--- src/rtl/g711x_pkg.sv ---
package g711x_pkg;
  typedef enum logic [1:0] {
    MODE_PASS16 = 2'b00,
    MODE_LIN8   = 2'b01,
    MODE_ULAW   = 2'b10,
    MODE_ALAW   = 2'b11
  } xmode_e;

  localparam int unsigned SAMPLE_W = 16;
  localparam int unsigned CODE_W   = 8;
  localparam logic [CODE_W-1:0] ULAW_FLIP = 8'hFF;
  localparam logic [CODE_W-1:0] ALAW_FLIP = 8'h55;
  localparam logic [SAMPLE_W-1:0] ULAW_BIAS = 16'h0084;
  localparam logic [SAMPLE_W-1:0] ALAW_SEG_BIAS = 16'h0108;
  localparam logic [SAMPLE_W-1:0] ALAW_LOW_BIAS = 16'h0008;
endpackage

--- src/rtl/g711x_sync.sv ---
module g711x_sync #(
  parameter int unsigned WIDTH  = 3,
  parameter int unsigned STAGES = 2
) (
  input  logic             clk,
  input  logic             rst_n,
  input  logic [WIDTH-1:0] async_in,
  output logic [WIDTH-1:0] sync_out
);
  logic [WIDTH-1:0] stage_q [STAGES];

  for (genvar s = 0; s < STAGES; s++) begin : g_stage
    if (s == 0) begin : g_first
      always_ff @(posedge clk or negedge rst_n) begin
        if (!rst_n) stage_q[s] <= '0;
        else        stage_q[s] <= async_in;
      end
    end else begin : g_rest
      always_ff @(posedge clk or negedge rst_n) begin
        if (!rst_n) stage_q[s] <= '0;
        else        stage_q[s] <= stage_q[s-1];
      end
    end
  end

  assign sync_out = stage_q[STAGES-1];
endmodule

--- src/rtl/g711x_word_capture.sv ---
module g711x_word_capture
  import g711x_pkg::*;
#(
  parameter int unsigned WORD_W  = SAMPLE_W,
  parameter int unsigned SHORT_W = CODE_W
) (
  input  logic              clk,
  input  logic              rst_n,
  input  logic              bit_stb,
  input  logic              lr_bit,
  input  logic              sd_bit,
  input  xmode_e            mode_in,
  output xmode_e            mode_q,
  output logic              frame_start,
  output logic              word_stb,
  output logic [WORD_W-1:0] word
);
  localparam int unsigned CNT_W = $clog2(WORD_W);
  localparam logic [CNT_W-1:0] LAST_LONG  = CNT_W'(WORD_W - 1);
  localparam logic [CNT_W-1:0] LAST_SHORT = CNT_W'(SHORT_W - 1);

  logic [WORD_W-1:0] sh_q, sh_n;
  logic [CNT_W-1:0]  cnt_q, cnt_n;
  logic              lr_prev_q, lr_prev_n;
  logic              active_q, active_n;
  logic              done_q, done_n;
  xmode_e            mode_n;
  logic [CNT_W-1:0]  last_idx;

  assign frame_start = bit_stb && lr_bit && !lr_prev_q;
  assign last_idx    = (mode_q == MODE_PASS16) ? LAST_LONG : LAST_SHORT;

  always_comb begin
    sh_n      = sh_q;
    cnt_n     = cnt_q;
    lr_prev_n = lr_prev_q;
    active_n  = active_q;
    mode_n    = mode_q;
    done_n    = 1'b0;
    if (bit_stb) begin
      lr_prev_n = lr_bit;
      if (frame_start) begin
        mode_n   = mode_in;
        sh_n     = {{(WORD_W-1){1'b0}}, sd_bit};
        cnt_n    = CNT_W'(1);
        active_n = 1'b1;
      end else if (active_q) begin
        sh_n = {sh_q[WORD_W-2:0], sd_bit};
        if (cnt_q == last_idx) begin
          done_n = 1'b1;
          cnt_n  = '0;
        end else begin
          cnt_n = cnt_q + CNT_W'(1);
        end
      end
    end
  end

  always_ff @(posedge clk or negedge rst_n) begin
    if (!rst_n) begin
      sh_q      <= '0;
      cnt_q     <= '0;
      lr_prev_q <= 1'b0;
      active_q  <= 1'b0;
      done_q    <= 1'b0;
      mode_q    <= MODE_PASS16;
    end else begin
      sh_q      <= sh_n;
      cnt_q     <= cnt_n;
      lr_prev_q <= lr_prev_n;
      active_q  <= active_n;
      done_q    <= done_n;
      mode_q    <= mode_n;
    end
  end

  assign word_stb = done_q;
  assign word     = sh_q;
endmodule

--- src/rtl/g711x_expand.sv ---
module g711x_expand
  import g711x_pkg::*;
(
  input  logic                clk,
  input  logic                rst_n,
  input  logic                word_stb,
  input  logic [SAMPLE_W-1:0] word,
  input  xmode_e              mode,
  output logic [SAMPLE_W-1:0] pcm,
  output logic                pcm_vld
);
  logic [CODE_W-1:0]   code, flip;
  logic                sgn;
  logic [2:0]          seg;
  logic [3:0]          man;
  logic [SAMPLE_W-1:0] u_mag, a_mag, a_base, dec_n, pcm_q;
  logic [2:0]          a_shift;
  logic                vld_q;

  assign code = word[CODE_W-1:0];
  assign flip = code ^ ((mode == MODE_ALAW) ? ALAW_FLIP : ULAW_FLIP);
  assign sgn  = flip[7];
  assign seg  = flip[6:4];
  assign man  = flip[3:0];

  always_comb begin
    u_mag   = (({9'b0, man, 3'b000} + ULAW_BIAS) << seg) - ULAW_BIAS;
    a_base  = {8'b0, man, 4'b0000} + ((seg == 3'd0) ? ALAW_LOW_BIAS : ALAW_SEG_BIAS);
    a_shift = (seg == 3'd0) ? 3'd0 : (seg - 3'd1);
    a_mag   = a_base << a_shift;
    unique case (mode)
      MODE_ULAW: dec_n = sgn ? (16'h0000 - u_mag) : u_mag;
      MODE_ALAW: dec_n = sgn ? a_mag : (16'h0000 - a_mag);
      MODE_LIN8: dec_n = {code, 8'h00};
      default:   dec_n = word;
    endcase
  end

  always_ff @(posedge clk or negedge rst_n) begin
    if (!rst_n) begin
      pcm_q <= '0;
      vld_q <= 1'b0;
    end else begin
      vld_q <= word_stb;
      if (word_stb) pcm_q <= dec_n;
    end
  end

  assign pcm     = pcm_q;
  assign pcm_vld = vld_q;
endmodule

--- src/rtl/g711x_rx_expander.sv ---
module g711x_rx_expander
  import g711x_pkg::*;
#(
  parameter int unsigned SYNC_STAGES = 2
) (
  input  logic        clk,
  input  logic        rst_n,
  input  logic        bclk,
  input  logic        lrclk,
  input  logic        sdata,
  input  logic        comp_en,
  input  logic        comp_type,
  output logic [15:0] pcm_data,
  output logic        pcm_valid
);
  localparam int unsigned LINES = 3;

  logic [1:0]        rst_pipe_q;
  logic              rst_n_sync;
  logic [LINES-1:0]  lines_s;
  logic              bclk_d_q;
  logic              bit_stb;
  xmode_e            mode_in, mode_q;
  logic              frame_start, word_stb;
  logic [SAMPLE_W-1:0] word;

  always_ff @(posedge clk or negedge rst_n) begin
    if (!rst_n) rst_pipe_q <= 2'b00;
    else        rst_pipe_q <= {rst_pipe_q[0], 1'b1};
  end
  assign rst_n_sync = rst_pipe_q[1];

  g711x_sync #(.WIDTH(LINES), .STAGES(SYNC_STAGES)) u_sync (
    .clk      (clk),
    .rst_n    (rst_n_sync),
    .async_in ({bclk, lrclk, sdata}),
    .sync_out (lines_s)
  );

  always_ff @(posedge clk or negedge rst_n_sync) begin
    if (!rst_n_sync) bclk_d_q <= 1'b0;
    else             bclk_d_q <= lines_s[2];
  end
  assign bit_stb = lines_s[2] && !bclk_d_q;
  assign mode_in = xmode_e'({comp_en, comp_type});

  g711x_word_capture u_cap (
    .clk         (clk),
    .rst_n       (rst_n_sync),
    .bit_stb     (bit_stb),
    .lr_bit      (lines_s[1]),
    .sd_bit      (lines_s[0]),
    .mode_in     (mode_in),
    .mode_q      (mode_q),
    .frame_start (frame_start),
    .word_stb    (word_stb),
    .word        (word)
  );

  g711x_expand u_exp (
    .clk      (clk),
    .rst_n    (rst_n_sync),
    .word_stb (word_stb),
    .word     (word),
    .mode     (mode_q),
    .pcm      (pcm_data),
    .pcm_vld  (pcm_valid)
  );
endmodule

--- config.mk ---
export PLATFORM = sky130hd
export DESIGN_NAME = g711x_rx_expander
export DESIGN_NICKNAME = d
export VERILOG_FILES = /design/src/rtl/g711x_pkg.sv /design/src/rtl/g711x_sync.sv /design/src/rtl/g711x_word_capture.sv /design/src/rtl/g711x_expand.sv /design/src/rtl/g711x_rx_expander.sv
export SDC_FILE = /design/constraint.sdc
export NUM_CORES = 1
export LEC_CHECK = 0
export ABC_AREA = 1
export BUFFER_PORTS_ARGS = -buffer_cell sky130_fd_sc_hd__buf_2
export CAP_MARGIN = 20
export CORE_ASPECT_RATIO = 1.2
export CORE_MARGIN = 2
export CORE_UTILIZATION = 60
export CTS_BUF_LIST = sky130_fd_sc_hd__clkbuf_16
export DETAILED_ROUTE_END_ITERATION = 7
export HOLD_SLACK_MARGIN = 0.15
export PLACE_DENSITY = 0.84
export REMOVE_ABC_BUFFERS = 1
export SLEW_MARGIN = 20
export SYNTH_ARGS = -nofsm -noshare
export SYNTH_HDL_FRONTEND = slang
export SYNTH_SLANG_ARGS = --single-unit
--- constraint.sdc ---
create_clock -name clk -period 3 [get_ports clk]
set_input_delay 0.6 -clock clk [delete_from_list [all_inputs] [get_ports clk]]
set_output_delay 0.6 -clock clk [all_outputs]
set_load 0.05 [all_outputs]
==> results by group <==
Clocking
  • Total CTS buffers: 5
  • Post-CTS Setup Bufs: 0
  • Max clock buf depth: 2
  • CTS sink cnt: 51
  • Root Driver: clkbuf_16
  • CTS tree: yes
  • Worst-Skew Late Latency: 300 ps
  • Clock slew at reported path FFs: 70 ps
  • CTS H-tree lvls: 2

Setup path
  • Critical Path RT: 3230 ps
  • Worst reg2reg setup slack: 370 ps
  • Worst path slowest cell: dfrtp_2
  • Worst setup EP type: flip-flop
  • Buf/Inv on CP: 0
  • Crit-path most repeated cell: nand2_1
  • Crit path launch type: flip-flop
  • Crit path max-delay family: simple AND/OR/NAND/NOR gates
  • Data arrival, critical path: 2860 ps
  • Crit Path Class: flip-flop to flip-flop
  • Crit-path max FO: 11
  • CP Cell Sequence: nand2_4 > nand2_4 > nand2_8 > nor2_2 > nand2_1 > ha_1 > nand3b_1 > nand2_4 > nor2_4 > nand2_1 > nor2_2 > nand2_2 > nor2_4 > nor2_1 > nand2_1 > nand2_1 > o21bai_1 > nand2_1 > nand2_1
  • Crit-path max cell delay: 480 ps

STA
  • Post-layout min period: 2627 ps
  • Worst Skew: 6.603 ps
  • TNS Setup: 0 ps
  • Fin. max-slew vios: 0
  • Worst-Margin Slew: 938.6 ps
  • Final Cycle Share: 0.8755
  • Count of final setup violators: 0
  • Endpoints failing hold: 0
  • Slew HR: 0.3736
  • RSZ-0062 raised after global routing: no
  • FMAX: 380.7 MHz

Global route
  • Global-route usage over all layers: 0.3003
  • Vias in the first global route: 3098
  • Initial antenna violation count: 0
  • Largest net degree at the start of global routing: 50
  • First-pass GRT wire length: 14750 µm
  • Total gr overflow: 0

Floorplan
  • Die Width: 73.45 µm
  • Core Area: 5630 µm²
  • IO Count: 24
  • # rows: 30
  • Die Ht: 87.33 µm
  • Initial Util: 0.6167
  • Die Area: 6414 µm²

Place
  • Hpwl dp: 6548 µm
  • Port-buffer cells: 23
  • GP Congestion: 0.9999
  • Dpl cells: 541

Flow run
  • Max Cap Viol: 0

Synth
  • Warnings from Yosys: 0
  • Post-synthesis compound-gate area fraction: 0.1546
  • Syn avg cell area: 7.548 µm²
  • Post-synthesis adder-cell area fraction: 0.01441
  • Sequential share of the synthesized area: 0.3676
  • Largest family of logic cells by synthesized area: simple AND/OR/NAND/NOR gates
  • Cell Area, Synth: 3472 µm²
  • Post-synthesis cell type count: 45
  • Simple-gate share of the synthesized area: 0.3643
  • Post-Synth XOR/XNOR Area: 0.01261
  • Multiplexer share of the synthesized area: 0
  • Cells after Synth: 460
  • Synthesized flop and latch total: 51

Detailed routing
  • DRT antenna net count: 0
  • DRT iter0 DRCs: 306
  • Vias: 3203
  • First drt pass iteration count: 5
  • Drt wl/cell: 16.06 µm
  • Final WL: 8834 µm
  • DR DRC count: 0
  • Vias per inst: 5.824

Power
  • Worst vdd ir: 0.0006589 V
  • PD cells: 865.8 nW/µm²
  • LEAKAGE: 1.764 nW

Cells and area
  • Layout Area Growth over Synthesis: 9.802%
  • Share of layout cells above drive strength 1: 0.2037
  • Fillers: 460
  • Fin nets: 496
  • Post-route insts no fill: 550
  • Ant diodes: 0

Run status
  • Outcome: complete, no violations

Hold path
  • Tightest Hold Check Type: flip-flop to asynchronous set/reset pin
-- registers in the layout (all words and copies together), names as in the netlist --
| name | flops |
|---|---|
| u_cap.active_q | 1 |
| u_cap.lr_prev_q | 1 |
| u_cap.mode_q | 2 |
| u_sync.sync_out | 3 |
| bclk_d_q | 1 |
| u_cap.word | 16 |
| rst_pipe_q | 2 |
| u_exp.pcm | 16 |
| u_cap.word_stb | 1 |
| u_sync.stage_q | 3 |
| u_cap.cnt_q | 4 |
| u_exp.pcm_vld | 1 |
-- metrics by stage --
stage | hold WS (ps) | cell area (µm²) | util | power [mW] | worst slack, ps
finish | 347.6 | 3812 | 0.6771 | 3.301 | 373.5
global route | 357.9 | 3812 | 0.6771 | 3.508 | 117.6
CTS | 355.2 | 3809 | 0.6764 | 3.284 | 283.2
detailed placement | 340.3 | 3650 | 0.6482 | 2.703 | 302.2
global placement | 332.2 | 3650 | 0.6482 | 2.673 | 375.0
floorplan | 304.4 | 3378 | - | 2.274 | 489.0
-- worst reg2reg max path: stages (launching register included) --
cell and delay [ps]:
dfrtp_2 480, nand2_4 190, nand2_4 90, nand2_8 130
nor2_2 60, nand2_1 130, ha_1 250, nand3b_1 180
nand2_4 90, nor2_4 110, nand2_1 80, nor2_2 100
nand2_2 70, nor2_4 110, nor2_1 60, nand2_1 60
nand2_1 50, o21bai_1 190, nand2_1 70, nand2_1 60
-- kinds of logic after synthesis --
family / after synthesis
simple gates: 242
compound gates: 91
buf+inv: 66
flops: 51
xor+xnor: 5
fa+ha+maj: 4
other cells: 1
-- path summary, 6_finish.rpt --
path,depth (start not counted),to,startpoint
max,19,u_exp.pcm[10],u_cap.mode_q[0]
max in group asynchronous,0,u_cap.mode_q[0],rst_pipe_q[1]
max reg2reg,19,u_exp.pcm[10],u_cap.mode_q[0]
min reg2reg,0,u_exp.pcm[15],rst_pipe_q[1]
min,0,u_exp.pcm[15],rst_pipe_q[1]
min in group clk,0,u_sync.sync_out[1],u_sync.stage_q[4]
-- cells in the final DEF, fill, tap and decap left out, types with 3 or more instances in the layout --
master,netlist,routed
xor2_1,4,4
a21oi_1,23,23
nand3_2,5,5
dfrtp_1,51,49
nand3_4,3,3
buf_4,1,10
inv_2,7,7
nand2_4,11,11
nor2_2,5,5
o21ai_1,6,6
inv_1,40,40
nor2_1,18,18
o211ai_1,4,4
ha_1,4,4
nand2_2,11,11
o22ai_1,16,16
nor2_4,4,4
nand4_1,3,3
clkbuf_16,0,5
nand2_1,125,125
buf_2,6,23
o21ai_0,31,31
nand3_1,48,48
-- layer usage --
layer | vias up | GRT usage | share of wire
met5 | - | 0 | 0
met4 | 0 | 0.1537 | 0.039
met3 | 35 | 0.04630 | 0.059
met2 | 133 | 0.4651 | 0.47
met1 | 1474 | 0.4051 | 0.44
li1 | 1561 | - | -
-- power by group --
group	total [mW]	switching, mW	internal (mW)	leakage, nW
Combinational	1.74	1.26	0.478	1.10
Sequential	0.987	0.140	0.847	0.596
Clock	0.572	0.260	0.312	0.0664
-- synthesized netlist by cell type (all sizes together) --
cell type / n / area [µm²]
nand2: 148 / 681.9
nand3: 56 / 342.8
dfrtp: 51 / 1276
inv: 49 / 199.0
o21ai: 38 / 201.5
nor2: 29 / 183.9
a21oi: 25 / 140.1
o22ai: 16 / 100.1
buf: 10 / 71.32
clkbuf: 6 / 22.52
ha: 4 / 50.05
o211ai: 4 / 30.03
xor2: 4 / 35.03
nand4: 3 / 18.77
nand3b: 2 / 15.01
nor3: 2 / 10.01
o21bai: 2 / 18.77
o31ai: 2 / 15.01
a221oi: 1 / 8.760
a22oi: 1 / 7.510
a31oi: 1 / 6.260
and2: 1 / 6.260
clkinv: 1 / 3.750
conb: 1 / 3.750
o221ai: 1 / 8.760
or2: 1 / 6.260
xnor2: 1 / 8.760
-- area by class of cell --
class / count / area, µm² / area share
clock buffers: 5 / 125.1 / 0.03282
clock inverters: 3 / 23.77 / 0.006236
inverters: 50 / 202.7 / 0.05317
multi-input cells: 343 / 1899 / 0.4982
flip-flops and latches: 51 / 1281 / 0.3361
well taps: 64 / 80.08 / 0.02100
repair buffers: 34 / 200.2 / 0.05251
-- timing repair --
action                     in CTS  in global routing
hold buffers                    1                  0
resized for setup               0                  1
setup endpoints to repair       0                  1
hold endpoints to repair        2                  0
Note: power is estimated with default switching activity, not from simulation.
